--- config.mk ---
export PLATFORM = sky130hd
export DESIGN_NAME = sync_ser_tx
export DESIGN_NICKNAME = d
export VERILOG_FILES = /design/src/rtl/sst_pkg.sv /design/src/rtl/sst_sync.sv /design/src/rtl/sst_dp.sv /design/src/rtl/sst_ctrl.sv /design/src/rtl/sync_ser_tx.sv
export SDC_FILE = /design/constraint.sdc
export NUM_CORES = 1
export LEC_CHECK = 0
export BUFFER_PORTS_ARGS = -buffer_cell sky130_fd_sc_hd__buf_2
export CAP_MARGIN = 20
export CORE_MARGIN = 8
export CORE_UTILIZATION = 30
export CTS_BUF_LIST = sky130_fd_sc_hd__clkbuf_2 sky130_fd_sc_hd__clkbuf_4 sky130_fd_sc_hd__clkbuf_8
export CTS_CLUSTER_DIAMETER = 80
export DETAILED_ROUTE_END_ITERATION = 7
export PLACE_DENSITY = 0.54
export SKIP_CTS_REPAIR_TIMING = 1
export SYNTH_ARGS = -nofsm -noshare
export SYNTH_HDL_FRONTEND = slang
export SYNTH_SLANG_ARGS = --single-unit
--- constraint.sdc ---
create_clock -name clk -period 1.7 [get_ports clk]
set_input_delay 0.255 -clock clk [delete_from_list [all_inputs] [get_ports clk]]
set_output_delay 0.255 -clock clk [all_outputs]
set_load 0.1 [all_outputs]
--- src/rtl/sst_pkg.sv ---
`timescale 1ns/1ps
package sst_pkg;

  typedef enum logic [1:0] {
    REG_DATA = 2'd0,
    REG_CTRL = 2'd1,
    REG_STAT = 2'd2,
    REG_DIV  = 2'd3
  } sstReg_e;

  // Strobes issued by the control unit to the datapath
  typedef struct packed {
    logic capHold;    // store CPU byte in the holding register
    logic loadShift;  // move holding byte into the shifter
    logic shiftOut;   // advance the shifter by one bit
  } sstStrobe_t;

endpackage

--- src/rtl/sst_sync.sv ---
`timescale 1ns/1ps
module sst_sync #(
  parameter int   STAGES  = 2,
  parameter logic RST_VAL = 1'b1
) (
  input  logic clk,
  input  logic rstN,
  input  logic d,
  output logic q
);

  for (genvar i = 0; i < STAGES; i++) begin : g_stage
    logic stageQ;
    if (i == 0) begin : g_first
      always_ff @(posedge clk or negedge rstN) begin
        if (!rstN) stageQ <= RST_VAL;
        else       stageQ <= d;
      end
    end else begin : g_next
      always_ff @(posedge clk or negedge rstN) begin
        if (!rstN) stageQ <= RST_VAL;
        else       stageQ <= g_stage[i-1].stageQ;
      end
    end
  end

  assign q = g_stage[STAGES-1].stageQ;

endmodule

--- src/rtl/sst_dp.sv ---
`timescale 1ns/1ps
module sst_dp
  import sst_pkg::*;
#(
  parameter int DATA_W = 8
) (
  input  logic              clk,
  input  logic              rstN,
  input  sstStrobe_t        strobe,
  input  logic [DATA_W-1:0] wrData,
  input  logic              busy,
  output logic [DATA_W-1:0] holdQ,
  output logic              sdo
);

  logic [DATA_W-1:0] shiftQ;

  always_ff @(posedge clk or negedge rstN) begin
    if (!rstN) begin
      holdQ <= '0;
    end else if (strobe.capHold) begin
      holdQ <= wrData;
    end
  end

  // The load reads the old holding byte, so a write on the same edge is safe
  always_ff @(posedge clk or negedge rstN) begin
    if (!rstN) begin
      shiftQ <= '1;
    end else if (strobe.loadShift) begin
      shiftQ <= holdQ;
    end else if (strobe.shiftOut) begin
      shiftQ <= {1'b1, shiftQ[DATA_W-1:1]};
    end
  end

  assign sdo = busy ? shiftQ[0] : 1'b1;

endmodule

--- src/rtl/sst_ctrl.sv ---
`timescale 1ns/1ps
module sst_ctrl
  import sst_pkg::*;
#(
  parameter int DATA_W      = 8,
  parameter int DIV_W       = 8,
  parameter int SYNC_STAGES = 2
) (
  input  logic              clk,
  input  logic              rstN,
  input  logic              wrEn,
  input  logic [1:0]        wrAddr,
  input  logic [DATA_W-1:0] wrData,
  input  logic [1:0]        rdAddr,
  output logic [DATA_W-1:0] rdData,
  input  logic [DATA_W-1:0] holdQ,
  input  logic              ovrSet,
  input  logic              sckIn,
  output sstStrobe_t        strobe,
  output logic              sckOut,
  output logic              busy,
  output logic              empty,
  output logic              tend,
  output logic              ovr,
  output logic              txEn,
  output logic              txiEn,
  output logic              teiEn,
  output logic              master
);

  localparam int IDX_W = (DATA_W > 1) ? $clog2(DATA_W) : 1;
  localparam logic [IDX_W-1:0] LAST_BIT = IDX_W'(DATA_W - 1);

  logic [DIV_W-1:0] divQ;
  logic [DIV_W-1:0] halfCnt;
  logic [IDX_W-1:0] bitIdx;
  logic             hiPhase;
  logic             advPend;
  logic             sckQ;
  logic             sckSync;
  logic             sckPrev;

  logic dataWr, ctrlWr, statWr, divWr;
  logic canLoad, lastBit, halfDone, sckRise, sckFall;
  logic endFrame, loadGo, shiftGo;

  sst_sync #(.STAGES(SYNC_STAGES), .RST_VAL(1'b1)) u_sync (
    .clk  (clk),
    .rstN (rstN),
    .d    (sckIn),
    .q    (sckSync)
  );

  always_ff @(posedge clk or negedge rstN) begin
    if (!rstN) sckPrev <= 1'b1;
    else       sckPrev <= sckSync;
  end

  always_comb begin
    dataWr   = wrEn && (wrAddr == REG_DATA) && txEn;
    ctrlWr   = wrEn && (wrAddr == REG_CTRL);
    statWr   = wrEn && (wrAddr == REG_STAT);
    divWr    = wrEn && (wrAddr == REG_DIV);
    canLoad  = !empty && txEn && !ovr;
    lastBit  = (bitIdx == LAST_BIT);
    halfDone = (halfCnt == divQ);
    sckRise  = sckSync && !sckPrev;
    sckFall  = !sckSync && sckPrev;
    if (master) begin
      endFrame = busy && halfDone && hiPhase && lastBit;
      shiftGo  = busy && halfDone && hiPhase && !lastBit;
    end else begin
      endFrame = busy && sckRise && lastBit;
      shiftGo  = busy && sckFall && advPend;
    end
    loadGo = canLoad && (!busy || endFrame);
    strobe.capHold   = dataWr;
    strobe.loadShift = loadGo;
    strobe.shiftOut  = shiftGo;
  end

  // Frame sequencing and serial clock generation
  always_ff @(posedge clk or negedge rstN) begin
    if (!rstN) begin
      busy    <= 1'b0;
      bitIdx  <= '0;
      halfCnt <= '0;
      hiPhase <= 1'b0;
      advPend <= 1'b0;
      sckQ    <= 1'b1;
    end else if (loadGo) begin
      busy    <= 1'b1;
      bitIdx  <= '0;
      halfCnt <= '0;
      hiPhase <= 1'b0;
      advPend <= 1'b0;
      sckQ    <= !master;
    end else if (endFrame) begin
      busy <= 1'b0;
      sckQ <= 1'b1;
    end else if (busy) begin
      if (master) begin
        if (halfDone) begin
          halfCnt <= '0;
          hiPhase <= !hiPhase;
          sckQ    <= !hiPhase;
          if (hiPhase) bitIdx <= bitIdx + 1'b1;
        end else begin
          halfCnt <= halfCnt + 1'b1;
        end
      end else begin
        if (sckRise) advPend <= 1'b1;
        if (shiftGo) begin
          advPend <= 1'b0;
          bitIdx  <= bitIdx + 1'b1;
        end
      end
    end
  end

  // Flags; CPU writes take effect after the frame logic on the same edge
  always_ff @(posedge clk or negedge rstN) begin
    if (!rstN) begin
      empty <= 1'b1;
      tend  <= 1'b0;
      ovr   <= 1'b0;
    end else begin
      if (loadGo) empty <= 1'b1;
      if (endFrame && !canLoad && empty) tend <= 1'b1;
      if (dataWr) begin
        empty <= 1'b0;
        tend  <= 1'b0;
      end
      if (statWr && !wrData[1]) tend <= 1'b0;
      if (statWr && !wrData[2]) ovr  <= 1'b0;
      if (ovrSet) ovr <= 1'b1;
    end
  end

  always_ff @(posedge clk or negedge rstN) begin
    if (!rstN) begin
      txEn   <= 1'b0;
      txiEn  <= 1'b0;
      teiEn  <= 1'b0;
      master <= 1'b0;
      divQ   <= '0;
    end else begin
      if (ctrlWr) begin
        txEn   <= wrData[0];
        txiEn  <= wrData[1];
        teiEn  <= wrData[2];
        master <= wrData[3];
      end
      if (divWr) divQ <= wrData[DIV_W-1:0];
    end
  end

  always_comb begin
    rdData = '0;
    unique case (rdAddr)
      REG_DATA: rdData = holdQ;
      REG_CTRL: rdData[3:0] = {master, teiEn, txiEn, txEn};
      REG_STAT: rdData[3:0] = {busy, ovr, tend, empty};
      REG_DIV:  rdData[DIV_W-1:0] = divQ;
      default:  rdData = '0;
    endcase
  end

  assign sckOut = sckQ;

endmodule

--- src/rtl/sync_ser_tx.sv ---
`timescale 1ns/1ps
module sync_ser_tx
  import sst_pkg::*;
#(
  parameter int DATA_W      = 8,
  parameter int DIV_W       = 8,
  parameter int SYNC_STAGES = 2
) (
  input  logic              clk,
  input  logic              rstN,
  input  logic              wrEn,
  input  logic [1:0]        wrAddr,
  input  logic [DATA_W-1:0] wrData,
  input  logic [1:0]        rdAddr,
  output logic [DATA_W-1:0] rdData,
  input  logic              ovrSet,
  input  logic              sckIn,
  output logic              sckOut,
  output logic              sdo,
  output logic              txiReq,
  output logic              teiReq
);

  sstStrobe_t        strobe;
  logic [DATA_W-1:0] holdQ;
  logic busyW, emptyW, tendW, ovrW, txEnW, txiEnW, teiEnW, masterW;

  sst_ctrl #(.DATA_W(DATA_W), .DIV_W(DIV_W), .SYNC_STAGES(SYNC_STAGES)) u_ctrl (
    .clk    (clk),
    .rstN   (rstN),
    .wrEn   (wrEn),
    .wrAddr (wrAddr),
    .wrData (wrData),
    .rdAddr (rdAddr),
    .rdData (rdData),
    .holdQ  (holdQ),
    .ovrSet (ovrSet),
    .sckIn  (sckIn),
    .strobe (strobe),
    .sckOut (sckOut),
    .busy   (busyW),
    .empty  (emptyW),
    .tend   (tendW),
    .ovr    (ovrW),
    .txEn   (txEnW),
    .txiEn  (txiEnW),
    .teiEn  (teiEnW),
    .master (masterW)
  );

  sst_dp #(.DATA_W(DATA_W)) u_dp (
    .clk    (clk),
    .rstN   (rstN),
    .strobe (strobe),
    .wrData (wrData),
    .busy   (busyW),
    .holdQ  (holdQ),
    .sdo    (sdo)
  );

  assign txiReq = emptyW && txiEnW;
  assign teiReq = tendW && teiEnW;

endmodule

Yosys cells after proc, flatten, opt, wreduce, memory -nomap -nowiden --
Cells that the tools add are included.
Cells by class: $add $sub $neg 2, eq/ne operators 12, mux-type cells 41, reductions and logical operators 56
Operators by type and width (number):
- 2-to-1 mux 8 bit | 7
- 2-to-1 mux 1 bit | 25
- logical AND 1 bit | 24
- 2-to-1 mux 3 bit | 7
- nonzero test 3 bit | 6
- case mux 4 bit (4 select lines) | 1
- nonzero test 2 bit | 7
- zero test 1 bit | 11
- adder 8 x 1 -> 8 bit, second input constant | 1
- == test 2 bit, second input constant | 4
- == test 8 bit | 1
- case mux 4 bit (2 select lines) | 1
- AND reduction 4 bit | 2
- != test 3 bit, second input constant | 2
- AND reduction 3 bit | 2
- AND reduction 5 bit | 1
- == test 2 x 1 -> 1 bit, second input constant | 2
- zero test 2 bit | 2
- != test 2 bit, second input constant | 2
- adder 3 x 1 -> 3 bit, second input constant | 1
- == test 3 bit, second input constant | 1
- logical OR 1 bit | 1
Word-level totals: register bits 49, input bits 17, output and inout port bits 12

Depth between registers and ports, before layout --
depth in word-level cells 10, gate-level depth with buffers 9, gate-level depth less buffers 8

Cells and area by module --
From an unflattened synthesis, not the netlist that was laid out.
Unflattened totals: cells, all modules 235, area total of the unflattened synthesis 2708.8 um^2
Modules (own cells, without submodules):
- sst_ctrl | instances 1, cells each 179, area each 1929.4 um^2, seq. area each 779.5 um^2
- sst_dp | instances 1, cells each 52, area each 714.4 um^2, seq. area each 410.4 um^2
- sst_sync | instances 1, cells each 2, area each 52.6 um^2, seq. area each 52.6 um^2
- sync_ser_tx | instances 1, cells each 2, area each 12.5 um^2, seq. area each 0.0 um^2

Least setup slack after synthesis --
OpenSTA, ideal clock, no wires.
path kind input to output, start point in rdAddr[0], end point out rdData[0], arrival time 2.315 ns, path slack -0.870 ns, stages on the path 4, path through inv_1 -> ha_1 -> buf_1 -> mux2i_1
On the way: longest elaborated chain between the ends 2, elaborated cells on any way between the ends 5, those cells by class eq/ne (3); mux (1); reduce/logical (1)
Ends and longest elaborated chain:
- start: declaration | RTL line sync_ser_tx.sv:14 | input logic [1:0] rdAddr,
- == test 2 bit, or another cell as far along | RTL line sst_ctrl.sv:160 | unique case (rdAddr)
- case mux 4 bit (4 select lines) * | RTL line sst_ctrl.sv:160
- end: declaration | RTL line sync_ser_tx.sv:15 | output logic [DATA_W-1:0] rdData,
Mark *: on every way between the ends. The rest lies on a longest branch, timed or not.

Worst setup path after layout --
start point reg u_ctrl.halfCnt[2], end point reg u_dp.shiftQ[2]
On the way: longest elaborated chain between the ends 8, elaborated cells on any way between the ends 11, those cells by class eq/ne (1); mux (3); reduce/logical (7)
Ends and longest elaborated chain:
- start: declaration | RTL line sst_ctrl.sv:35 | logic [DIV_W-1:0] halfCnt;
- start signal: assignment | RTL line sst_ctrl.sv:109 | halfCnt <= halfCnt + 1'b1;
- == test 8 bit * | RTL line sst_ctrl.sv:66 | halfDone = (halfCnt == divQ);
- logical AND 1 bit * (2 in series) | RTL line sst_ctrl.sv:70, sst_ctrl.sv:71
- logical AND 1 bit | RTL line sst_ctrl.sv:70 | endFrame = busy && halfDone && hiPhase && lastBit;
- 2-to-1 mux 1 bit | RTL line sst_ctrl.sv:69 | if (master) begin
- logical OR 1 bit | RTL line sst_ctrl.sv:76 | loadGo = canLoad && (!busy || endFrame);
- logical AND 1 bit | RTL line sst_ctrl.sv:76
- 2-to-1 mux 8 bit / nonzero test 2 bit (equally long branches)
- end signal: assignment | RTL line sst_dp.sv:31 | shiftQ <= holdQ;
- end signal: assignment | RTL line sst_dp.sv:33 | shiftQ <= {1'b1, shiftQ[DATA_W-1:1]};
- end: declaration | RTL line sst_dp.sv:16 | logic [DATA_W-1:0] shiftQ;
Marked as above. A chain may end at the register's enable or synchronous reset.

==> results.py <==
metrics = {
    "synthesis": {
        "ys_ff_latch": 49,
        "syn_nets": 264,
        "synthCells": 239,
        "ys_seq_area_frac": 0.4797,
        "avgSynthCellArea_um2": 10.84,
        "async_flop_share": 1.000,
        "ys.flop_type": "dfrtp_1",
        "synth_area_um2": 2590,
        "synth-edff-count": 0,
        "yosysWarningCount": 0,
        "yosys.cell_types.count": 56,
    },
    "worst_setup_path": {
        "cp_slowest_stage_delay_ns": 0.43,
        "crit_arrival_ns": 2.16,
        "critPathSlowestCell": "dfrtp_1",
        "crit-reg2reg-launch": "u_ctrl.halfCnt[2]$_DFFE_PN0P_",
        "r2r_slack_ns": -0.23,
        "crit_chain": "xor2_1, nor4_2, buf_4, and2_4, a31o_4, buf_12, nand2_4, a22oi_2",
        "worstReg2RegEnd": "u_dp.shiftQ[2]$_DFFE_PN1P_",
        "cp.required_ns": 1.93,
        "ff2ff_path_depth": 8,
        "cp-end-kind": "register",
        "start_kind": "register",
        "cp_top_family": "simple AND/OR/NAND/NOR gates",
        "worst-path-buf-inv": 2,
        "path_class": "reg2reg",
        "worstSetupPathDepth": 8,
        "critPathMaxFanout": 8,
    },
    "timing": {
        "tightestPinTransition_ns": 0.4932,
        "hold_viol_final": 0,
        "setup_violations": 28,
        "fin_hold_ws_ns": 0.04017,
        "fin_crit_sh": 1.137,
        "finalWorstSetupSlack_ns": -0.2337,
        "finalCriticalPeriod_ns": 1.934,
        "tns_ns": -4.259,
        "max_freq_mhz": 517.1,
        "slew_violations": 0,
        "skew_ns": 0.01221,
        "slew_headroom": 0.6735,
        "rsz0062_at_grt": "true",
    },
    "min_path": {
        "hold_end": "u_ctrl.u_sync.g_stage[0].stageQ$_DFF_PN1_",
        "hp-start": "sckIn",
        "hp-class": "in2reg",
        "hold_path_depth": 1,
    },
    "clock_tree": {
        "cts_tree": "yes",
        "clockBufferDepth": 2,
        "root_buffer": "clkbuf_8",
        "cts.reportedPaths.clkPinSlew_ns": 0.10,
        "cts_made_buffers": 5,
        "insertion_delay_ns": 0.31,
        "cts.sinks": 49,
        "htree_levels": 2,
    },
    "route": {
        "drtIter0Drc": 100,
        "dr_total_vias": 2146,
        "routedWlPerCell_um": 15.88,
        "ant_nets": 0,
        "firstDrtPassIters": 4,
        "via_per_inst": 4.911,
        "drc": 0,
        "wirelength_um": 6939,
    },
    "power_and_ir_drop": {
        "pwr-share-seq": 0.372,
        "vdd_drop_max_uv": 691.2,
        "power_mw": 4.957,
        "power_switching_share": 0.4029,
        "p_per_area_nw_per_um2": 1271,
        "p_leak_nw": 1.712,
        "p_int_mw": 2.960,
        "combPwrFrac": 0.471,
        "switching_power_mw": 1.997,
        "clkPwrFrac": 0.157,
    },
    "die": {
        "die_area_um2": 11860,
        "num_rows": 34,
        "die_h_um": 108.9,
        "core_area_um2": 8551,
        "pin_count": 29,
        "die_x_um": 108.9,
        "initial_core_util": 0.3029,
    },
    "finish": {
        "stdcell_count": 437,
        "drive_above_1_share": 0.5471,
        "n_antenna_cell": 0,
        "area_growth_pct": 50.58,
        "nNetsFinal": 353,
    },
    "grt": {
        "grt_pass1_vias": 2209,
        "grt-ovfl-total": 0,
        "grtUsageTotal": 0.1164,
        "grt_pass1_wl_um": 10940,
        "antenna_found_initial": 0,
        "grt_max_degree": 50,
    },
    "job": {
        "drv_cap": 0,
    },
    "place": {
        "dp_slack_ns": -0.1370,
        "dpl.cell_count": 414,
        "io_buffers": 28,
        "hpwl_um": 4981,
        "place.gp.congestion": 0.7910,
    },
    "outcome": {
        "violations": "negative setup slack",
        "outcome": "finished, violations left",
    },
}
==> area by class of cell <==
type	instances	area (um^2)
repair buffers	91	847.1
inverters	11	41.29
multi-input cells	170	1533
clock inverters	2	17.52
clock buffers	6	82.58
fillers	795	4651
well taps	108	135.1
flip-flops and latches	49	1244
==> Yosys cell counts, types with 3 or more instances <==
library cell	instances	area share
mux2i_1	4	0.015
a21oi_1	9	0.017
inv_1	11	0.016
dfstp_2	13	0.13
nand3_1	6	0.012
xnor2_1	3	0.010
ha_1	8	0.039
dfrtp_1	36	0.35
nor2_1	17	0.025
xor2_1	8	0.027
a222oi_1	4	0.015
o21ai_0	10	0.019
a31oi_1	3	0.0072
nand2_1	20	0.029
mux2_2	15	0.065
a211oi_1	3	0.0087
and2_1	5	0.012
nor3_1	6	0.012
a22oi_1	9	0.026
nand2b_1	3	0.0072
==> layout by cell type (no fill, tap or decap), types with 3 or more instances in the layout <==
cell and n:
buf_4 48, dfrtp_1 35, buf_2 19, mux2_2 14
buf_12 14, dfstp_2 13, nand2_1 12, inv_1 11
nor2_1 11, o21ai_0 9, buf_6 9, xor2_1 8
nand2_4 7, a21oi_1 7, nor2_2 6, nand3_1 6
ha_1 6, clkbuf_8 6, a22oi_1 5, nor3_1 5
a222oi_1 4, mux2i_4 4, and2_1 4, a22oi_2 4
a31o_4 3, a211oi_2 3, xnor2_1 3, a2bb2oi_2 3
==> power by group through the flow <==
stage	Clock (mW)	Combinational (mW)	Sequential (mW)
6_report	0.776	2.34	1.84
3_3_place_gp	0	2.03	1.82
3_5_place_dp	0	2.06	1.82
2_1_floorplan	0	1.26	1.86
5_1_grt	0.847	2.50	1.88
4_1_cts	0.789	2.06	1.80
==> how the worst max path moves through the flow <==
| stage | from | end | slack, ns |
|---|---|---|---|
| 6_report | u_ctrl.halfCnt[2]$_DFFE_PN0P_ | u_dp.shiftQ[2]$_DFFE_PN1P_ | -0.23 |
| 5_1_grt | u_ctrl.halfCnt[2]$_DFFE_PN0P_ | u_dp.shiftQ[2]$_DFFE_PN1P_ | -0.32 |
| 4_1_cts | u_ctrl.master$_DFFE_PN0P_ | rdData[3] | -0.28 |
| 3_5_place_dp | u_ctrl.divQ[6]$_DFFE_PN0P_ | u_ctrl.tend$_DFFE_PN0P_ | -0.14 |
| 3_3_place_gp | u_ctrl.divQ[6]$_DFFE_PN0P_ | u_dp.shiftQ[0]$_DFFE_PN1P_ | -0.16 |
| 2_1_floorplan | rdAddr[0] | rdData[5] | -0.07 |
==> sequential cells by signal, summed over array words and instances, names as in the netlist, 3 cells and up <==
register and flops:
u_dp.holdQ 8, u_dp.shiftQ 8, u_ctrl.bitIdx 3, u_ctrl.divQ 8, u_ctrl.halfCnt 8
==> cell families after synthesis <==
family	Yosys count	share of synthesized area
AND/OR/NAND/NOR	72	0.1483
AO/OA/AOI/OAI	60	0.1778
flip-flops	49	0.4797
buffers and inverters	20	0.03768
multiplexers	19	0.08068
XOR/XNOR	11	0.03720
adder cells (fa/ha/maj)	8	0.03865
==> through the flow <==
stage	utilization	area, um^2
after floorplan	-	2683
after global placement	0.4047	3461
after detailed placement	0.4047	3461
after CTS	0.4164	3561
after global routing	0.4561	3900
final	0.4561	3900
==> per-layer routing <==
metal,share of wire,track usage
met3,0.034,0.02364
met5,0,0
met4,0.0079,0.02737
met1,0.47,0.1528
met2,0.48,0.1919
No activity file was read; power rests on OpenSTA's default activity.
